[src/rtl/sreg_pkg.sv]
package sreg_pkg;

    // Register addresses within one port
    localparam int unsigned ADDR_LIVE  = 0;
    localparam int unsigned ADDR_EVENT = 1;
    localparam int unsigned ADDR_ALERT = 2;
    localparam int unsigned ADDR_MASK  = 3;
    localparam int unsigned ADDR_FORCE = 4;

    // Access classes decoded from an address
    typedef enum logic [2:0] {
        ACC_LIVE,
        ACC_EVENT,
        ACC_ALERT,
        ACC_MASK,
        ACC_FORCE,
        ACC_NONE
    } acc_e;

    function automatic acc_e decode_addr(input int unsigned a);
        case (a)
            ADDR_LIVE:  return ACC_LIVE;
            ADDR_EVENT: return ACC_EVENT;
            ADDR_ALERT: return ACC_ALERT;
            ADDR_MASK:  return ACC_MASK;
            ADDR_FORCE: return ACC_FORCE;
            default:    return ACC_NONE;
        endcase
    endfunction

endpackage

[src/rtl/sreg_latch.sv]
// Clear-on-read latch vector: a high source bit or a set bit makes the
// stored bit 1; a clear empties the vector but sources in the same cycle win.
module sreg_latch #(
    parameter int DW = 8
) (
    input  logic          clk_i,
    input  logic          rst_i,
    input  logic [DW-1:0] src_i,
    input  logic [DW-1:0] set_i,
    input  logic          clr_i,
    output logic [DW-1:0] q_o
);

    typedef struct packed {
        logic [DW-1:0] bits;
    } latch_t;

    latch_t st_d, st_q;

    always_comb begin
        st_d = st_q;
        if (clr_i) begin
            st_d.bits = '0;
        end
        st_d.bits = st_d.bits | src_i | set_i;
    end

    always_ff @(posedge clk_i) begin
        if (rst_i) begin
            st_q <= '0;
        end else begin
            st_q <= st_d;
        end
    end

    assign q_o = st_q.bits;

endmodule

[src/rtl/sreg_rwreg.sv]
// Plain read/write register with a write enable.
module sreg_rwreg #(
    parameter int DW = 8
) (
    input  logic          clk_i,
    input  logic          rst_i,
    input  logic          we_i,
    input  logic [DW-1:0] wdata_i,
    output logic [DW-1:0] q_o
);

    typedef struct packed {
        logic [DW-1:0] val;
    } rw_t;

    rw_t st_d, st_q;

    always_comb begin
        st_d = st_q;
        if (we_i) begin
            st_d.val = wdata_i;
        end
    end

    always_ff @(posedge clk_i) begin
        if (rst_i) begin
            st_q <= '0;
        end else begin
            st_q <= st_d;
        end
    end

    assign q_o = st_q.val;

endmodule

[src/rtl/sreg_rdmux.sv]
// Selects the addressed register of the addressed port and registers it.
module sreg_rdmux
    import sreg_pkg::*;
#(
    parameter int NPORT = 4,
    parameter int DW    = 8,
    parameter int AW    = 3,
    localparam int PW   = (NPORT > 1) ? $clog2(NPORT) : 1
) (
    input  logic                      clk_i,
    input  logic                      rst_i,
    input  logic                      rd_i,
    input  logic [PW-1:0]             port_i,
    input  logic [AW-1:0]             addr_i,
    input  logic [NPORT-1:0][DW-1:0]  live_i,
    input  logic [NPORT-1:0][DW-1:0]  evt_i,
    input  logic [NPORT-1:0][DW-1:0]  alr_i,
    input  logic [NPORT-1:0][DW-1:0]  mask_i,
    output logic [DW-1:0]             rdata_o
);

    typedef struct packed {
        logic [DW-1:0] rdata;
    } rd_t;

    rd_t           st_d, st_q;
    logic [DW-1:0] sel;
    acc_e          acc;

    always_comb begin
        acc = decode_addr(int'(addr_i));
        sel = '0;
        case (acc)
            ACC_LIVE:  sel = live_i[port_i];
            ACC_EVENT: sel = evt_i[port_i];
            ACC_ALERT: sel = alr_i[port_i];
            ACC_MASK:  sel = mask_i[port_i];
            default:   sel = '0;   // write-only and unmapped read as zero
        endcase

        st_d = st_q;
        if (rd_i) begin
            st_d.rdata = sel;
        end
    end

    always_ff @(posedge clk_i) begin
        if (rst_i) begin
            st_q <= '0;
        end else begin
            st_q <= st_d;
        end
    end

    assign rdata_o = st_q.rdata;

endmodule

[src/rtl/sreg_irq.sv]
// Per-port active-low interrupt from masked alert bits.
module sreg_irq #(
    parameter int NPORT = 4,
    parameter int DW    = 8
) (
    input  logic [NPORT-1:0][DW-1:0] alr_i,
    input  logic [NPORT-1:0][DW-1:0] mask_i,
    output logic [NPORT-1:0]         irq_n_o
);

    for (genvar p = 0; p < NPORT; p++) begin : g_port
        logic [DW-1:0] pend;
        always_comb begin
            pend         = alr_i[p] & mask_i[p];
            irq_n_o[p]   = ~(|pend);
        end
    end

endmodule

[src/rtl/sreg_bank.sv]
module sreg_bank
    import sreg_pkg::*;
#(
    parameter int NPORT = 4,
    parameter int DW    = 8,
    parameter int AW    = 3,
    localparam int PW   = (NPORT > 1) ? $clog2(NPORT) : 1
) (
    input  logic                      clk_i,
    input  logic                      rst_i,
    input  logic                      rd_i,
    input  logic                      wr_i,
    input  logic [PW-1:0]             port_i,
    input  logic [AW-1:0]             addr_i,
    input  logic [DW-1:0]             wdata_i,
    input  logic [NPORT-1:0][DW-1:0]  status_i,
    input  logic [NPORT-1:0][DW-1:0]  evt_src_i,
    input  logic [NPORT-1:0][DW-1:0]  alr_src_i,
    output logic [DW-1:0]             rdata_o,
    output logic [NPORT-1:0]          irq_n_o
);

    logic [NPORT-1:0][DW-1:0] ev_q;
    logic [NPORT-1:0][DW-1:0] al_q;
    logic [NPORT-1:0][DW-1:0] mask_q;
    acc_e                     acc;

    always_comb begin
        acc = decode_addr(int'(addr_i));
    end

    for (genvar p = 0; p < NPORT; p++) begin : g_port
        logic          hit;
        logic          clr_ev;
        logic          clr_al;
        logic          we_mask;
        logic [DW-1:0] force_bits;

        always_comb begin
            hit        = (port_i == PW'(p));
            clr_ev     = rd_i && hit && (acc == ACC_EVENT);
            clr_al     = rd_i && hit && (acc == ACC_ALERT);
            we_mask    = wr_i && hit && (acc == ACC_MASK);
            force_bits = (wr_i && hit && (acc == ACC_FORCE)) ? wdata_i : '0;
        end

        sreg_latch #(.DW(DW)) i_evt (
            .clk_i (clk_i),
            .rst_i (rst_i),
            .src_i (evt_src_i[p]),
            .set_i ({DW{1'b0}}),
            .clr_i (clr_ev),
            .q_o   (ev_q[p])
        );

        sreg_latch #(.DW(DW)) i_alr (
            .clk_i (clk_i),
            .rst_i (rst_i),
            .src_i (alr_src_i[p]),
            .set_i (force_bits),
            .clr_i (clr_al),
            .q_o   (al_q[p])
        );

        sreg_rwreg #(.DW(DW)) i_mask (
            .clk_i   (clk_i),
            .rst_i   (rst_i),
            .we_i    (we_mask),
            .wdata_i (wdata_i),
            .q_o     (mask_q[p])
        );
    end

    sreg_rdmux #(.NPORT(NPORT), .DW(DW), .AW(AW)) i_rdmux (
        .clk_i   (clk_i),
        .rst_i   (rst_i),
        .rd_i    (rd_i),
        .port_i  (port_i),
        .addr_i  (addr_i),
        .live_i  (status_i),
        .evt_i   (ev_q),
        .alr_i   (al_q),
        .mask_i  (mask_q),
        .rdata_o (rdata_o)
    );

    sreg_irq #(.NPORT(NPORT), .DW(DW)) i_irq (
        .alr_i   (al_q),
        .mask_i  (mask_q),
        .irq_n_o (irq_n_o)
    );

endmodule

[config.mk]
export PLATFORM = sky130hd
export DESIGN_NAME = sreg_bank
export DESIGN_NICKNAME = d
export VERILOG_FILES = /design/src/rtl/sreg_pkg.sv /design/src/rtl/sreg_latch.sv /design/src/rtl/sreg_rwreg.sv /design/src/rtl/sreg_rdmux.sv /design/src/rtl/sreg_irq.sv /design/src/rtl/sreg_bank.sv
export SDC_FILE = /design/constraint.sdc
export NUM_CORES = 1
export LEC_CHECK = 0
export ABC_CLOCK_PERIOD_IN_PS = 3500
export BUFFER_PORTS_ARGS = -buffer_cell sky130_fd_sc_hd__buf_2
export CORE_UTILIZATION = 40
export CTS_CLUSTER_DIAMETER = 120
export DETAILED_ROUTE_END_ITERATION = 8
export GPL_ROUTABILITY_DRIVEN = 0
export GPL_TIMING_DRIVEN = 0
export HOLD_SLACK_MARGIN = 0.15
export SKIP_CTS_REPAIR_TIMING = 1
export SYNTH_ARGS = -nofsm -noshare
export SYNTH_HDL_FRONTEND = slang
export SYNTH_HIERARCHICAL = 1
export SYNTH_SLANG_ARGS = --single-unit
[constraint.sdc]
create_clock -name clk_i -period 3.5 [get_ports clk_i]
set_input_delay 0.175 -clock clk_i [delete_from_list [all_inputs] [get_ports clk_i]]
set_output_delay 0.175 -clock clk_i [all_outputs]
set_load 0.01 [all_outputs]
# --- After elaboration in Yosys (flattened, before gate mapping) ---
# Cells that the tools add are included.
totals:
  reg_bits: 104
  inputBits: 113
  out_inout_bits: 12
  word_cells: 98
op_classes:
  magnitude_cmp: 1
  n_eq_ne: 11
  mux: 22
  n_bitwise: 20
  n_reduce_logical: 31
op_table:
  columns: ["cell", "count"]
  rows:
  - ["8-bit two-way mux", 16]
  - ["8-bit bitwise OR", 12]
  - ["8-bit binary-select mux with 2-bit select", 4]
  - ["8-bit bitwise AND", 4]
  - ["8-bit one-hot mux with 4 select lines", 1]
  - ["8-bit OR reduction", 4]
  - ["1-bit logical AND", 24]
  - ["3-bit one-hot mux with 5 select lines", 1]
  - ["3-bit by 2-bit equality test with 1-bit output, second input constant", 4]
  - ["3-bit by 1-bit equality test with 1-bit output, second input constant", 2]
  - ["3-bit equality test, second input constant", 2]
  - ["3-bit logical NOT", 2]
  - ["2-bit equality test, second input constant", 2]
  - ["1-bit inverter", 4]
  - ["2-bit by 3-bit < comparator with 1-bit output, second input constant", 1]
  - ["2-bit by 1-bit equality test with 1-bit output, second input constant", 1]
  - ["2-bit logical NOT", 1]

# --- Logic depth before layout (Yosys ltp) ---
# Gate-level depths: netlist of run 1.
logic_depth:
  ltp_word: 7
  depth_mapped: 6
  mapped_depth_nobuf: 4

# --- By module ---
# Netlist of run 1, hierarchy kept.
by_module_without_submodules:
  columns: ["mod", "instances", "cells_each", "area_per_inst_um2", "seq_area_each_um2"]
  rows:
  - ["sreg_latch", 8, 33, 304.0, 160.2]
  - ["sreg_rdmux", 1, 153, 1280.0, 160.2]
  - ["sreg_rwreg", 4, 26, 285.3, 160.2]
  - ["sreg_bank", 1, 61, 384.1, 0.0]
  - ["sreg_irq", 1, 20, 155.1, 0.0]

# --- Worst setup path after synthesis of run 1 ---
# Ideal clock, no wire load.
synth_timing:
  path_type: "input-to-reg"
  startpoint: "input port port_i[1]"
  endpoint: "register i_rdmux.st_q (netlist bit i_rdmux/rdata_o[0])"
  setup_ps: 122
  arrival_time_ps: 1248
  required_ps: 3378
  path_slack_ps: 2130
  stages: 6
  path_buffers: 2
  path_cell_list: "buf_2 buf_2 mux2i_1 o22ai_1 nor4_1 o21ai_1"
synth_between:
  elab_chain_cells: 3
  elab_cells_between_ends: 9
  classes_between: "9 x mux"
synth_lines:
  columns: ["element", "line_no", "rtl"]
  rows:
  - ["start: declaration", "sreg_bank.sv:13", "input logic [PW-1:0] port_i,"]
  - ["8-bit binary-select mux with 2-bit select, on equally long branches", null, null]
  - ["8-bit two-way mux, on equally long branches", null, null]
  - ["8-bit one-hot mux with 4 select lines *", "sreg_rdmux.sv:33", "case (acc)"]
  - ["end signal: assignment", "sreg_rdmux.sv:51", "st_q <= st_d;"]
  - ["end: declaration", "sreg_rdmux.sv:26", "rd_t st_d, st_q;"]
# Every way passes the cells marked *; elsewhere a longest branch is shown, timed or not. The select of a mux whose other input is x is not followed.
# A chain may end at the register's enable or synchronous reset.

# --- Final worst setup path of run 1 ---
layout_timing:
  startpoint: "input port port_i[1]"
  endpoint: "register i_rdmux.st_q (netlist bit i_rdmux/rdata_o[3])"
# Same word-level chain as after synthesis.

==> results of run 1 <==
## layer usage
metal | wire length, um | up-vias
li1 | - | 2564
met1 | 7470 | 2343
met2 | 8370 | 207
met3 | 1170 | 38
met4 | 548 | 0
met5 | 0 | -
## stage by stage
stage	setup WS, ns	hold WS [ns]	util, %	area (um2)	total power, mW
floorplan	2.13	0.322	-	5510	1.51
global placement	1.61	0.419	48.1	6340	1.66
detailed placement	1.57	0.423	48.1	6340	1.67
CTS	1.94	0.0546	50.6	6680	2.79
global route	1.86	0.164	55.3	7300	2.93
finish	1.87	0.0961	55.3	7300	2.83
## report_power, final
part | internal (mW) | switching (mW) | total [mW] | leakage, nW
registers | 1.24 | 0.0500 | 1.29 | 0.861
logic | 0.202 | 0.205 | 0.407 | 2.18
clock network | 0.700 | 0.427 | 1.13 | 0.158
total | 2.14 | 0.683 | 2.83 | 3.20
## critical path: cells and delay by family
family                 cells  cell delay (ns)
buffers and inverters      2             0.60
and+or+nand+nor            1             0.47
muxes                      1             0.33
AOI/OAI and AO/OA          2             0.29
## flip-flops by register name (all words and copies together) (netlist names)
name and count:
g_port.i_mask/q_o 32, g_port.i_alr/q_o 32, g_port.i_evt/q_o 32, i_rdmux/rdata_o 8
## layout by cell type, fill, tap and decap left out, types with 4 or more instances in the layout
| master | n |
|---|---|
| clkbuf_16 | 9 |
| buf_2 | 136 |
| dlygate4sd3_1 | 62 |
| a22oi_1 | 16 |
| clkbuf_1 | 5 |
| dfxtp_1 | 104 |
| nand2b_4 | 8 |
| nor2_1 | 108 |
| clkbuf_2 | 9 |
| mux2i_1 | 96 |
| a21oi_2 | 24 |
| buf_1 | 5 |
| buf_6 | 7 |
| and4_1 | 4 |
| o21ai_1 | 8 |
| o22ai_1 | 32 |
| a21oi_1 | 40 |
| conb_1 | 32 |
| and3_1 | 32 |
| nor4_1 | 8 |
| nand2_1 | 10 |
| nand2b_1 | 58 |
## path summary, 6_finish.rpt
check,start,to,slack (ns),cells after the start
worst min register to register,i_rdmux/rdata_o[2],i_rdmux/rdata_o[2],0.46,2
worst min-delay path,alr_src_i[23],g_port[2].i_alr/q_o[7],0.1,3
worst max register to register,g_port[3].i_alr/q_o[3],i_rdmux/rdata_o[3],2.05,4
worst max-delay path,port_i[1],i_rdmux/rdata_o[3],1.87,6
## kinds of logic after synthesis
logic type,count (synthesis)
AO/OA/AOI/OAI,120
buffers and inverters,35
flip-flops,104
multiplexers,96
other,1
AND/OR/NAND/NOR,246
## layout make-up
| cell class | count | area (um2) | share of cell area (%) |
|---|---|---|---|
| Buffer | 35 | 211 | 2.90 |
| Clock buffer | 13 | 240 | 3.29 |
| Clock inverter | 3 | 90.1 | 1.23 |
| Multi-Input combinational cell | 494 | 3220 | 44.1 |
| Sequential cell | 104 | 2080 | 28.5 |
| Tap cell | 176 | 220 | 3.02 |
| Timing Repair Buffer | 185 | 1240 | 16.9 |
==> reports/results.ini, run 1 <==
[worst_setup_path]
cp.arrival_ns = 1.87
cp-end-kind = register
startpoint_type = input port
crit_slowest_cell = nor4_1
worstPathMaxFanout = 10
path_class = input port to register
critPathMostFrequentCell = buf_2
worst_path_largest_cell_delay_ns = 0.47
crit_chain = buf_2 -> buf_2 -> mux2i_1 -> o22ai_1 -> nor4_1 -> o21ai_1
cp_data_required_time_ns = 3.73

[final_layout]
final_nets = 942
n_antenna_cell = 0
fill_cells = 1202
drive_above_1_share_pct = 23.6
area_growth_pct = 35.3
post_layout_nonfiller_instances = 1010

[global_routing]
use_met3_pct = 4.17
grtUsageTotal_pct = 24.5
gr-usage-met2_pct = 40.1
busiest_layer = met2
grt_use_met1_pct = 30.8
grt_pass1_wl_mm = 25.7
antenna_found_initial = 1
grt_pass1_vias = 4806
grt.overflow.total = 0
grt_max_degree = 16

[route]
first_iter_violations = 322
drc = 0
via_per_inst = 5.10
dr_total_vias = 5152
wire_per_inst_um = 17.4
first_pass_iters = 5
final_antenna_net_count = 0
finalWirelength_mm = 17.6

[placement]
dp_hpwl_mm = 13.1
dp.cells = 932
io_buffers = 123

[logic_synthesis]
synth_common_cells = nor2_1, dfxtp_1, mux2i_1
avgSynthCellArea_um2 = 8.96
synth.most_common_cell = nor2_1
synth_area_leaders = dfxtp_1, mux2i_1, nor2_1
synthSimpleGateAreaFrac_pct = 25.3
synth_seq_cells = 104
ys_warn_count = 6
yosys.area.top_type = dfxtp_1
synthXorXnorAreaFrac_pct = 0
yosys_most_used_dff = dfxtp_1
synth_area_um2 = 5390
ys_async_sr_fraction_pct = 0
synth_top_family_by_area = simple AND/OR/NAND/NOR gates
syn_inst = 602
ys_seq_area_share_pct = 38.6
synth_compound_area_share_pct = 14.3
synth_top_area_share_pct = 38.6
synth_fa_ha_area_share_pct = 0
ys_types = 30
synthMuxAreaShare_pct = 17.8
synth_edf_count = 0

[power_and_ir_drop]
power_density_nw_per_um2 = 387
power_leakage_nw = 3.20
peakVddDrop_v = 0.000243

[timing]
setup_viol = 0
skew_ns = 0.00485
slew_headroom_pct = 41.7
fin_crit_sh_pct = 46.7
slew_violations = 0
final-hold-violation-count = 0
period_minus_slack_ns = 1.63
tns_ns = 0
max_freq_mhz = 612
rsz0062_at_grt = false
worst_pin_slew_ns = 0.869

[clock_tree]
clock_latency_ns = 0.36
cts_sinks = 104
cts_tree = yes
clockBufferDepth = 2
h-tree-depth = 3
numCtsBuffers = 9
cts-root-buf = clkbuf_16
path_clk_slew_ns = 0.07

[worst_hold_path]
worst_hold_path_type = input port to register

[die]
start_util_pct = 40.9
fp.dieW_um = 118
dieArea_um2 = 14000
core_area_um2 = 13200
ios = 125
rows = 42
die_height_um = 118

[job]
drv_cap = 0

[outcome]
status = finished, final reports clean

No activity file was read; power rests on OpenSTA's default activity.
==> inputs of run 2 (changes only) <==
- ABC_CLOCK_PERIOD_IN_PS: 3500 -> 1600
- clock period: 3.5 -> 1.6 ns (I/O delays scaled with it)
==> run 2 against run 1 <==
- power rose by 120%
- die area stayed put
- critical path depth stayed put
- hold slack improved by 0.043 ns
- largest power group unchanged
- routed wire length is 0.33% higher
- design area up 0.41%
- non-clock buffer count increased by 3
- clock power up 120%
- core utilization grew 0.23 points
==> reports/results.ini, run 2 (same netlist as run 1, synthesis figures left out) <==
[clock_tree]
cts-root-buf = clkbuf_16
clock_latency_ns = 0.36
clockBufferDepth = 2
cts_tree = yes
h-tree-depth = 3
cts_sinks = 104
path_clk_slew_ns = 0.06
numCtsBuffers = 9

[timing]
tns_ns = 0
slew_violations = 0
slew_headroom_pct = 39.2
final-hold-violation-count = 0
rsz0062_at_grt = false
setup_viol = 0
worst_pin_slew_ns = 0.904
period_minus_slack_ns = 1.54
fin_crit_sh_pct = 96.2
max_freq_mhz = 649
skew_ns = 0.00518
setup_ws_ns = 0.0601
timing.hold.ws_ns = 0.139

[placement]
io_buffers = 123
dp_hpwl_mm = 13.1
dp.cells = 932
pre_cts_slack_ns = -0.238
postPlaceCellArea_um2 = 6340

[worst_setup_path]
reg2reg_to = i_rdmux/rdata_o[3]
path_class = input port to register
rrSetupSlack_ns = 0.14
cp.arrival_ns = 1.77
r2r_cells = 4
cp_data_required_time_ns = 1.83
rr_startpoint = g_port[3].i_alr/q_o[3]
cp-end-kind = register
worstPathMaxFanout = 10
startpoint_type = input port

[final_layout]
fill_cells = 1198
final_nets = 945
post_layout_nonfiller_instances = 1013
final_cell_mix = buf_2, nor2_1, dfxtp_1, mux2i_1, dlygate4sd3_1
area_growth_pct = 35.8
drive_above_1_share_pct = 23.5
final_area_um2 = 7330
final_common_cell = buf_2
n_antenna_cell = 0
fin_util_pct = 55.5

[route]
wire_per_inst_um = 17.4
drc = 0
finalWirelength_mm = 17.6
via_per_inst = 5.09
dr_total_vias = 5156
first_iter_violations = 322
first_pass_iters = 5
final_antenna_net_count = 0

[worst_hold_path]
hold_depth = 3
worstHoldEndpoint = g_port[0].i_mask/q_o[7]
worst_hold_path_type = input port to register
hp-start = wdata_i[7]

[die]
start_util_pct = 40.9
ios = 125
fp.dieW_um = 118
die_height_um = 118
rows = 42
core_area_um2 = 13200
dieArea_um2 = 14000

[power_and_ir_drop]
peakVddDrop_v = 0.000532
power_density_nw_per_um2 = 845
power_leakage_nw = 3.21
total_power_mw = 6.19

[global_routing]
grt.overflow.total = 0
grt_pass1_wl_mm = 25.7
antenna_found_initial = 1
grt_max_degree = 16
grt_pass1_vias = 4806
grtUsageTotal_pct = 24.5

[job]
drv_cap = 0

[outcome]
status = finished, final reports clean

## run 2: cell count changes in the layout (fill, tap and decap cells not counted)
cell,previous run,this run
dlygate4sd3_1,62,65
## run 2: area by class of cell
cell class / instances / area, um2 / share of cell area [%]
clock buffers: 13 / 240 / 3.28
repair buffers: 188 / 1270 / 17.3
well taps: 176 / 220 / 3.01
flip-flops and latches: 104 / 2080 / 28.4
plain buffers: 35 / 211 / 2.89
clock inverters: 3 / 90.1 / 1.23
multi-input cells: 494 / 3220 / 43.9
## run 2: worst max path at each step
| stage | depth (start not counted) | startpoint | end |
|---|---|---|---|
| 6_report | 6 | port_i[1] | i_rdmux/rdata_o[3] |
| 5_1_grt | 6 | port_i[1] | i_rdmux/rdata_o[5] |
| 2_1_floorplan | 6 | port_i[1] | i_rdmux/rdata_o[0] |
| 3_5_place_dp | 6 | port_i[1] | i_rdmux/rdata_o[3] |
| 4_1_cts | 6 | port_i[1] | i_rdmux/rdata_o[3] |
| 3_3_place_gp | 6 | port_i[1] | i_rdmux/rdata_o[5] |
## run 2: routing by layer
| metal | part of all wire (%) | up-vias | routed length, um | global-route usage [%] |
|---|---|---|---|---|
| met5 | 0 | - | 0 | 0 |
| met4 | 3.4 | 0 | 595 | 12.6 |
| met2 | 48 | 200 | 8410 | 40.1 |
| met1 | 43 | 2345 | 7510 | 30.8 |
| met3 | 6.3 | 45 | 1110 | 4.17 |
| li1 | - | 2566 | - | - |
## run 2: power by group
part	internal, mW	leakage (nW)	switching [mW]
logic	0.447	2.20	0.451
registers	2.72	0.861	0.109
clock network	1.53	0.158	0.937
## run 2: worst max-delay path: stages
cell and delay (ns):
buf_2 0.21, buf_2 0.38, mux2i_1 0.33, o22ai_1 0.19, nor4_1 0.47, o21ai_1 0.10
==> inputs of run 3 (changes only) <==
- CORE_UTILIZATION: 40 -> 48
- PLACE_DENSITY: unset -> 0.72
==> run 3 against run 2 <==
- register-to-register slack gained 0.04 ns
- first-iteration DRC count grew 25%
- hold slack lost 0.016 ns
- critical path type unchanged
- critical endpoint is now i_rdmux/rdata_o[1]
==> reports/results.ini, run 3 (same netlist as run 1, synthesis figures left out) <==
[timing]
tns_ns = 0
slew_violations = 0
max_freq_mhz = 681
slew_headroom_pct = 42.5
skew_ns = 0.00871
setup_ws_ns = 0.132
rsz0062_at_grt = false
worst_pin_slew_ns = 0.857
final-hold-violation-count = 0
setup_viol = 0
period_minus_slack_ns = 1.47
fin_crit_sh_pct = 91.7

[final_layout]
final_cell_mix = buf_2, nor2_1, dfxtp_1, mux2i_1, dlygate4sd3_1
final_common_cell = buf_2
multi_input_area_um2 = 3220
drive_above_1_share_pct = 23.9
fill_cells = 907
final_nets = 950
area_growth_pct = 33.7
n_antenna_cell = 0
regArea_um2 = 2080
final_area_um2 = 7210
post_layout_nonfiller_instances = 982

[outcome]
status = finished, final reports clean

[route]
finalWirelength_mm = 17.6
final_antenna_net_count = 0
via_per_inst = 5.49
first_iter_violations = 402
wire_per_inst_um = 18.0
drc = 0
first_pass_iters = 5
dr_total_vias = 5395

[power_and_ir_drop]
total_power_mw = 5.48
power_density_nw_per_um2 = 761
peakVddDrop_v = 0.000499
power_leakage_nw = 3.18

[clock_tree]
clock_latency_ns = 0.37
cts-root-buf = clkbuf_8
clockBufferDepth = 2
h-tree-depth = 3
cts_tree = yes
cts_sinks = 104
path_clk_slew_ns = 0.10
numCtsBuffers = 9

[global_routing]
grt.overflow.total = 0
grt_max_degree = 20
antenna_found_initial = 0
grtUsageTotal_pct = 28.4
grt_pass1_wl_mm = 24.8
grt_pass1_vias = 4789

[die]
dieArea_um2 = 11700
rows = 38
fp.dieW_um = 108
core_area_um2 = 10900
ios = 125
start_util_pct = 49.5
die_height_um = 108

[worst_setup_path]
cp-end-kind = register
startpoint_type = input port
cp.arrival_ns = 1.72
path_class = input port to register
cp_data_required_time_ns = 1.85
worstPathMaxFanout = 10

[placement]
dp.cells = 896
postPlaceCellArea_um2 = 6300
dp_hpwl_mm = 12.6
io_buffers = 123
pre_cts_slack_ns = -0.168

[job]
drv_cap = 0

[worst_hold_path]
worst_hold_path_type = input port to register

==> run 3: cell count changes in the layout (fill, tap and decap cells not counted), sizes merged <==
cell / change
bufinv: -2
clkinvlp: +1
inv: +4
dlygate4sd3: +5
clkinv: +1
clkbuf: -4
==> run 3: cell type report <==
type / instances / share of cell area (%)
Buffer: 35 / 2.93
Clock buffer: 9 / 1.72
Clock inverter: 7 / 1.16
Multi-Input combinational cell: 494 / 44.6
Sequential cell: 104 / 28.9
Tap cell: 140 / 2.43
Timing Repair Buffer: 193 / 18.3
==> run 3: metrics by stage <==
step	utilization [%]	hold slack, ns
finish	66.2	0.123
global route	66.2	0.154
CTS	59.8	-0.0716
detailed placement	57.9	0.328
global placement	57.9	0.319
floorplan	-	0.227
==> run 3: worst max-delay path, stage by stage <==
cell	delay [ns]
buf_2	0.22
buf_2	0.40
mux2i_1	0.31
o22ai_1	0.16
nor4_1	0.44
o21ai_1	0.10
==> run 3: worst paths after layout <==
path / start / endpoint / slack, ns / cells after the start
setup / recovery: port_i[1] / i_rdmux/rdata_o[1] / 0.13 / 6
hold / removal: wdata_i[0] / g_port[3].i_mask/q_o[0] / 0.12 / 3
setup reg to reg: g_port[1].i_alr/q_o[1] / i_rdmux/rdata_o[1] / 0.18 / 4
hold reg to reg: i_rdmux/rdata_o[5] / i_rdmux/rdata_o[5] / 0.45 / 2
==> run 3: where the power goes <==
group / switching, mW / internal, mW / leakage (nW)
Sequential: 0.115 / 2.72 / 0.861
Combinational: 0.464 / 0.455 / 2.22
Clock: 0.978 / 0.755 / 0.103
==> run 3: layer usage <==
metal / global-route usage (%) / vias to the layer above / wire length (um)
li1: - / 2575 / -
met5: 0 / - / 0
met4: 11.2 / 0 / 497
met2: 45.9 / 253 / 8400
met1: 37.2 / 2523 / 7350
met3: 5.55 / 44 / 1400
